### config.mk
export PLATFORM = sky130hd
export DESIGN_NAME = prog_serial_if
export DESIGN_NICKNAME = d
export VERILOG_FILES = /design/src/rtl/prog_serial_pkg.sv /design/src/rtl/psi_shifter.sv /design/src/rtl/psi_decoder.sv /design/src/rtl/psi_mem.sv /design/src/rtl/prog_serial_if.sv
export SDC_FILE = /design/constraint.sdc
export NUM_CORES = 1
export LEC_CHECK = 0
export BUFFER_PORTS_ARGS = -buffer_cell sky130_fd_sc_hd__buf_2
export CELL_PAD_IN_SITES_DETAIL_PLACEMENT = 0
export CELL_PAD_IN_SITES_GLOBAL_PLACEMENT = 1
export CORE_UTILIZATION = 30
export DETAILED_ROUTE_END_ITERATION = 10
export PLACE_DENSITY_LB_ADDON = 0.05
export SLEW_MARGIN = 15
export SYNTH_ARGS = -nofsm -noshare
export SYNTH_HDL_FRONTEND = slang
export SYNTH_HIERARCHICAL = 1
export SYNTH_SLANG_ARGS = --single-unit
### constraint.sdc
create_clock -name clk -period 6.45 [get_ports clk]
set_input_delay 0.645 -clock clk [delete_from_list [all_inputs] [get_ports clk]]
set_output_delay 0.645 -clock clk [all_outputs]
set_load 0.03 [all_outputs]
### src/rtl/prog_serial_pkg.sv
package prog_serial_pkg;

    typedef logic [7:0] byte_t;

    localparam byte_t KEY_LEAD    = 8'hAC;
    localparam byte_t KEY_ENABLE  = 8'h53;
    localparam logic [2:0] ERASE_TAG = 3'b100;
    localparam byte_t OPC_RD_PGM  = 8'h20;
    localparam byte_t OPC_WR_PGM  = 8'h40;
    localparam byte_t OPC_RD_DAT  = 8'hA0;
    localparam byte_t OPC_WR_DAT  = 8'hC0;
    localparam byte_t POLL_ERASE  = 8'h80;
    localparam byte_t POLL_PROG   = 8'h7F;
    localparam byte_t BLANK       = 8'hFF;
    localparam int    ADDR_W      = 16;

    typedef enum logic [2:0] {
        OP_NONE,
        OP_ENABLE,
        OP_ERASE,
        OP_RD_PGM,
        OP_WR_PGM,
        OP_RD_DAT,
        OP_WR_DAT
    } op_e;

    typedef enum logic [1:0] {
        PH_IDLE,
        PH_ERASE,
        PH_PROG
    } phase_e;

    typedef struct packed {
        logic              erase;
        logic              wr_pgm;
        logic              wr_dat;
        logic [ADDR_W-1:0] addr;
        byte_t             data;
    } mem_cmd_t;

    function automatic op_e decode_op(input byte_t first, input byte_t second);
        op_e r;
        r = OP_NONE;
        if (first == KEY_LEAD) begin
            if (second == KEY_ENABLE)
                r = OP_ENABLE;
            else if (second[7:5] == ERASE_TAG)
                r = OP_ERASE;
        end else if (first == OPC_RD_PGM) begin
            r = OP_RD_PGM;
        end else if (first == OPC_WR_PGM) begin
            r = OP_WR_PGM;
        end else if (first == OPC_RD_DAT) begin
            r = OP_RD_DAT;
        end else if (first == OPC_WR_DAT) begin
            r = OP_WR_DAT;
        end
        return r;
    endfunction

endpackage

### src/rtl/psi_shifter.sv
module psi_shifter
    import prog_serial_pkg::*;
#(
    parameter int BITS = 8
) (
    input  logic        clk,
    input  logic        rst,
    input  logic        active,
    input  logic        sck,
    input  logic        mosi,
    input  logic        load_vld,
    input  byte_t       load_byte,
    output logic        miso,
    output logic        byte_vld,
    output byte_t       byte_val
);

    localparam int CNT_W = $clog2(BITS);
    localparam logic [CNT_W-1:0] LAST_BIT = CNT_W'(BITS - 1);

    logic             sck_q;
    logic [CNT_W-1:0] bit_cnt;
    byte_t            rx_q;
    byte_t            tx_q;
    logic             rise;
    logic             fall;

    assign rise = active & sck & ~sck_q;
    assign fall = active & sck_q & ~sck;

    always_ff @(posedge clk) begin
        if (rst) begin
            sck_q    <= 1'b0;
            bit_cnt  <= '0;
            rx_q     <= '0;
            tx_q     <= '0;
            miso     <= 1'b0;
            byte_vld <= 1'b0;
            byte_val <= '0;
        end else begin
            sck_q    <= sck;
            byte_vld <= 1'b0;
            if (!active) begin
                bit_cnt <= '0;
                rx_q    <= '0;
                tx_q    <= '0;
                miso    <= 1'b0;
            end else begin
                if (rise) begin
                    rx_q    <= {rx_q[6:0], mosi};
                    bit_cnt <= bit_cnt + 1'b1;
                    if (bit_cnt == LAST_BIT) begin
                        byte_vld <= 1'b1;
                        byte_val <= {rx_q[6:0], mosi};
                    end
                end
                if (load_vld) begin
                    tx_q <= load_byte;
                end else if (fall) begin
                    miso <= tx_q[7];
                    tx_q <= {tx_q[6:0], 1'b0};
                end
            end
        end
    end

endmodule

### src/rtl/psi_decoder.sv
module psi_decoder
    import prog_serial_pkg::*;
(
    input  logic              clk,
    input  logic              rst,
    input  logic              active,
    input  logic              byte_vld,
    input  byte_t             byte_val,
    input  byte_t             pgm_rdata,
    input  byte_t             dat_rdata,
    output logic [ADDR_W-1:0] rd_addr,
    output logic              load_vld,
    output byte_t             load_byte,
    output mem_cmd_t          cmd,
    output logic              enabled
);

    logic [1:0] idx_q;
    byte_t      b1_q;
    byte_t      b2_q;
    byte_t      b3_q;
    op_e        op;

    assign op       = decode_op(b1_q, b2_q);
    assign rd_addr  = {b2_q, byte_val};
    assign load_vld = byte_vld;

    always_comb begin
        load_byte = byte_val;
        case (idx_q)
            2'd2: begin
                if (enabled && op == OP_RD_PGM)
                    load_byte = pgm_rdata;
                else if (enabled && op == OP_RD_DAT)
                    load_byte = dat_rdata;
            end
            2'd3: load_byte = '0;
            default: load_byte = byte_val;
        endcase
    end

    always_comb begin
        cmd      = '0;
        cmd.addr = {b2_q, b3_q};
        cmd.data = byte_val;
        if (byte_vld && idx_q == 2'd3 && enabled) begin
            cmd.erase  = (op == OP_ERASE);
            cmd.wr_pgm = (op == OP_WR_PGM);
            cmd.wr_dat = (op == OP_WR_DAT);
        end
    end

    always_ff @(posedge clk) begin
        if (rst) begin
            idx_q   <= '0;
            b1_q    <= '0;
            b2_q    <= '0;
            b3_q    <= '0;
            enabled <= 1'b0;
        end else if (!active) begin
            idx_q   <= '0;
            enabled <= 1'b0;
        end else if (byte_vld) begin
            idx_q <= idx_q + 1'b1;
            case (idx_q)
                2'd0: b1_q <= byte_val;
                2'd1: b2_q <= byte_val;
                2'd2: b3_q <= byte_val;
                default: begin
                    if (op == OP_ENABLE)
                        enabled <= 1'b1;
                end
            endcase
        end
    end

endmodule

### src/rtl/psi_mem.sv
module psi_mem
    import prog_serial_pkg::*;
#(
    parameter int PGM_DEPTH = 64,
    parameter int DAT_DEPTH = 32,
    parameter int ERASE_CYC = 400,
    parameter int PROG_CYC  = 400
) (
    input  logic              clk,
    input  logic              rst,
    input  mem_cmd_t          cmd,
    input  logic [ADDR_W-1:0] rd_addr,
    output byte_t             pgm_rdata,
    output byte_t             dat_rdata,
    output phase_e            phase
);

    localparam int PAW  = $clog2(PGM_DEPTH);
    localparam int DAW  = $clog2(DAT_DEPTH);
    localparam int MAXC = (ERASE_CYC > PROG_CYC) ? ERASE_CYC : PROG_CYC;
    localparam int CW   = $clog2(MAXC + 1);

    byte_t            pmem [PGM_DEPTH];
    byte_t            dmem [DAT_DEPTH];
    logic [DAW-1:0]   busy_addr;
    logic [CW-1:0]    cnt;
    logic [PAW-1:0]   wr_pa;
    logic [DAW-1:0]   wr_da;
    logic [PAW-1:0]   rd_pa;
    logic [DAW-1:0]   rd_da;

    assign wr_pa = PAW'(cmd.addr % PGM_DEPTH);
    assign wr_da = DAW'(cmd.addr % DAT_DEPTH);
    assign rd_pa = PAW'(rd_addr % PGM_DEPTH);
    assign rd_da = DAW'(rd_addr % DAT_DEPTH);

    assign pgm_rdata = pmem[rd_pa];

    always_comb begin
        dat_rdata = dmem[rd_da];
        if (phase != PH_IDLE && rd_da == busy_addr)
            dat_rdata = (phase == PH_ERASE) ? POLL_ERASE : POLL_PROG;
    end

    always_ff @(posedge clk) begin
        if (rst || cmd.erase) begin
            for (int i = 0; i < PGM_DEPTH; i++) pmem[i] <= BLANK;
            for (int i = 0; i < DAT_DEPTH; i++) dmem[i] <= BLANK;
        end else begin
            if (cmd.wr_pgm) pmem[wr_pa] <= cmd.data;
            if (cmd.wr_dat) dmem[wr_da] <= cmd.data;
        end
    end

    always_ff @(posedge clk) begin
        if (rst || cmd.erase) begin
            phase     <= PH_IDLE;
            cnt       <= '0;
            busy_addr <= '0;
        end else if (cmd.wr_dat) begin
            phase     <= PH_ERASE;
            cnt       <= '0;
            busy_addr <= wr_da;
        end else begin
            case (phase)
                PH_ERASE: begin
                    if (cnt == CW'(ERASE_CYC - 1)) begin
                        phase <= PH_PROG;
                        cnt   <= '0;
                    end else begin
                        cnt <= cnt + 1'b1;
                    end
                end
                PH_PROG: begin
                    if (cnt == CW'(PROG_CYC - 1)) begin
                        phase <= PH_IDLE;
                        cnt   <= '0;
                    end else begin
                        cnt <= cnt + 1'b1;
                    end
                end
                default: cnt <= '0;
            endcase
        end
    end

endmodule

### src/rtl/prog_serial_if.sv
module prog_serial_if
    import prog_serial_pkg::*;
#(
    parameter int PGM_DEPTH = 64,
    parameter int DAT_DEPTH = 32,
    parameter int ERASE_CYC = 400,
    parameter int PROG_CYC  = 400
) (
    input  logic clk,
    input  logic rst,
    input  logic prog_hold_n,
    input  logic sck,
    input  logic mosi,
    output logic miso
);

    logic              active;
    logic              byte_vld;
    byte_t             byte_val;
    logic              load_vld;
    byte_t             load_byte;
    logic [ADDR_W-1:0] rd_addr;
    byte_t             pgm_rdata;
    byte_t             dat_rdata;
    mem_cmd_t          cmd;
    logic              enabled;
    phase_e            phase;
    logic              erase_req;
    logic              dwr_req;

    assign active    = ~prog_hold_n;
    assign erase_req = cmd.erase;
    assign dwr_req   = cmd.wr_dat;

    psi_shifter #(.BITS(8)) u_shift (
        .clk       (clk),
        .rst       (rst),
        .active    (active),
        .sck       (sck),
        .mosi      (mosi),
        .load_vld  (load_vld),
        .load_byte (load_byte),
        .miso      (miso),
        .byte_vld  (byte_vld),
        .byte_val  (byte_val)
    );

    psi_decoder u_dec (
        .clk       (clk),
        .rst       (rst),
        .active    (active),
        .byte_vld  (byte_vld),
        .byte_val  (byte_val),
        .pgm_rdata (pgm_rdata),
        .dat_rdata (dat_rdata),
        .rd_addr   (rd_addr),
        .load_vld  (load_vld),
        .load_byte (load_byte),
        .cmd       (cmd),
        .enabled   (enabled)
    );

    psi_mem #(
        .PGM_DEPTH (PGM_DEPTH),
        .DAT_DEPTH (DAT_DEPTH),
        .ERASE_CYC (ERASE_CYC),
        .PROG_CYC  (PROG_CYC)
    ) u_mem (
        .clk       (clk),
        .rst       (rst),
        .cmd       (cmd),
        .rd_addr   (rd_addr),
        .pgm_rdata (pgm_rdata),
        .dat_rdata (dat_rdata),
        .phase     (phase)
    );

endmodule

==> results.toml <==
[worst_setup_path]
r2r_cells = 8
endpoint = "u_mem/pmem[23][0]$_SDFFCE_PN1P_"
arrival_ps = 4880
start_kind = "flip-flop"
critical_path_class = "flip-flop to flip-flop"
cp.required_ps = 6750
end_kind = "flip-flop"
startpoint = "u_dec/b1_q[0]$_SDFFE_PP0P_"
rrSetupSlack_ps = 1870
cp_max_fo = 47
r2r_start = "u_dec/b1_q[0]$_SDFFE_PP0P_"
worst_r2r_endpoint = "u_mem/pmem[23][0]$_SDFFCE_PN1P_"

[layout]
area_growth_pct = 12.9
nets = 2700
multi_input_area_sq_um = 13300
seq_area_sq_um = 24500
fill_cells = 12500
drive_above_1_share_pct = 35.1

[sta]
fmax_ghz = 0.218
worst_pin_slew_ps = 1200
finalSetupViolCount = 0
maxSlewHeadroom_pct = 19.3
drv_slew = 0
post-route-min-period_ps = 4580
timing.hold.ws_ps = 208
skew_ps = 27.1
rsz0062_at_grt = "false"
min_period_over_period_pct = 71.0
finalHoldViolations = 0
fin_tns_setup_ps = 0

[floorplanning]
std_cell_rows = 132
die-area_sq_um = 132000
fp.coreArea_sq_um = 129000
die_x_microns = 363
ios = 6
dieHeight_microns = 363
start_util_pct = 30.2

[clocking]
htreeDepth = 3
cts_tree = "built"
post_cts_buffers = 0
clk_pin_slew_worst_paths_ps = 50
numCtsBuffers = 103
cts-hold-fix-buffers = 0
clock-root-buffer = "clkbuf_16"
worst_skew_pair.late_latency_ps = 710
cts_resized = 0
cts_sinks = 838
clock_tree.buffer_depth = 3

[run]
maxCapViolCount = 0

[detailed_routing]
drtAntennaViolNets = 0
drc = 0
wl_per_cell_microns = 25.7
wirelength_microns = 116000
vias_per_cell = 4.91
dr.first_iter.drc_count = 1454
via_count = 22200
drtPass1Iterations = 5

[pwr]
peakVddDrop_v = 0.000177
p_total_mw = 12.3
p_leak_nw = 13.7
powerDensity_nw_per_um2 = 279

[synth]
ys_warn_count = 6
syn-cell-area_sq_um = 39000
synth_area_per_cell_sq_um = 14.2
synthCells = 2751
syn-num-nets = 2767

[global_routing]
grt_pass1_wl_microns = 168000
grt-ovfl-total = 0
antenna_found_initial = 6
grt_pass1_vias = 23000
track_usage_pct = 17.7
grt_max_degree = 84

[placed_design]
io_buffers = 5
dp_hpwl_microns = 74100
gp_congestion = 0.766

[min_path]
min_path_type = "input pin to flip-flop"

[run_status]
outcome = "completed"
[final cells by class]
class / instances / share of cell area (%)
clock buffer: 135 / 6.36
inverter: 24 / 0.204
tap: 1742 / 4.95
multi-input combinational: 1638 / 30.2
timing repair buffer: 79 / 1.56
antenna: 3 / 0.0170
sequential: 838 / 55.6
clock inverter: 53 / 1.11
[layout by cell type, fill, tap and decap left out, types with 14 or more instances in the layout]
| master | instances |
|---|---|
| a211oi_1 | 14 |
| a21oi_1 | 35 |
| buf_4 | 65 |
| clkbuf_1 | 26 |
| clkbuf_16 | 107 |
| clkinv_1 | 22 |
| clkinv_2 | 17 |
| dfxtp_1 | 62 |
| edfxtp_1 | 768 |
| inv_1 | 24 |
| mux2i_1 | 51 |
| mux4_2 | 191 |
| nand2_1 | 204 |
| nand2b_1 | 19 |
| nand3_1 | 14 |
| nor2_1 | 61 |
| nor2b_1 | 19 |
| nor3_1 | 17 |
| o21ai_0 | 37 |
| o21ai_1 | 16 |
| o22ai_1 | 28 |
| or2_2 | 507 |
| or3_1 | 265 |
[per-stage QoR]
step / util (%) / cell area [sq um] / setup slack (ps) / instances
2_1_floorplan: - / 39000 / 3020 / 2751
3_3_place_gp: 31.5 / 40700 / 1600 / 4318
3_5_place_dp: 31.5 / 40800 / 1780 / 4321
4_1_cts: 34.1 / 44100 / 1760 / 4509
5_1_grt: 34.1 / 44100 / 1550 / 4509
6_report: 34.1 / 44100 / 1870 / 4512
[report_power, final]
| group | leakage (nW) | switching (mW) | internal (mW) |
|---|---|---|---|
| clock network | 1.61 | 2.31 | 3.40 |
| registers | 8.32 | 0.0856 | 6.16 |
| logic | 3.74 | 0.216 | 0.117 |
[flip-flops by register name (all words and copies together) (netlist names), 7 cells and up]
register	count
u_shift/tx_q	8
u_mem/dmem	256
u_mem/cnt	9
u_shift/rx_q	7
u_dec/b2_q	8
u_dec/b1_q	8
u_shift/byte_val	8
u_mem/pmem	512
[critical path, cell delays in order (launching register included)]
cell       delay, ps
dfxtp_1          320
or3_4            420
a2111oi_0        750
nor2_1           300
nor2_4           220
nand3_1          180
or2_2            580
buf_4            390
o21ai_0          990
[layer usage]
metal / up-vias / share of wire [%] / track usage (%) / routed length (microns)
li1: 10100 / - / - / -
met3: 117 / 4.5 / 3.05 / 5260
met5: - / 0.011 / 0 / 13
met4: 2 / 2.0 / 4.90 / 2310
met1: 11500 / 47 / 24.7 / 54000
met2: 409 / 47 / 28.4 / 54200
[worst min-delay path by stage]
stage,start,to,slack [ps],cells after the start
after CTS,mosi,u_shift/byte_val[0]$_SDFFE_PP0P_,140,3
final,mosi,u_shift/byte_val[0]$_SDFFE_PP0P_,210,3
after detailed placement,u_shift/rx_q[6]$_SDFFE_PP0P_,u_shift/rx_q[6]$_SDFFE_PP0P_,460,2
after floorplan,u_mem/cnt[0]$_SDFF_PP0_,u_mem/cnt[0]$_SDFF_PP0_,430,1
after global routing,mosi,u_shift/byte_val[0]$_SDFFE_PP0P_,180,3
after global placement,u_mem/cnt[0]$_SDFF_PP0_,u_mem/cnt[0]$_SDFF_PP0_,440,1
No activity file was read; power rests on OpenSTA's default activity.
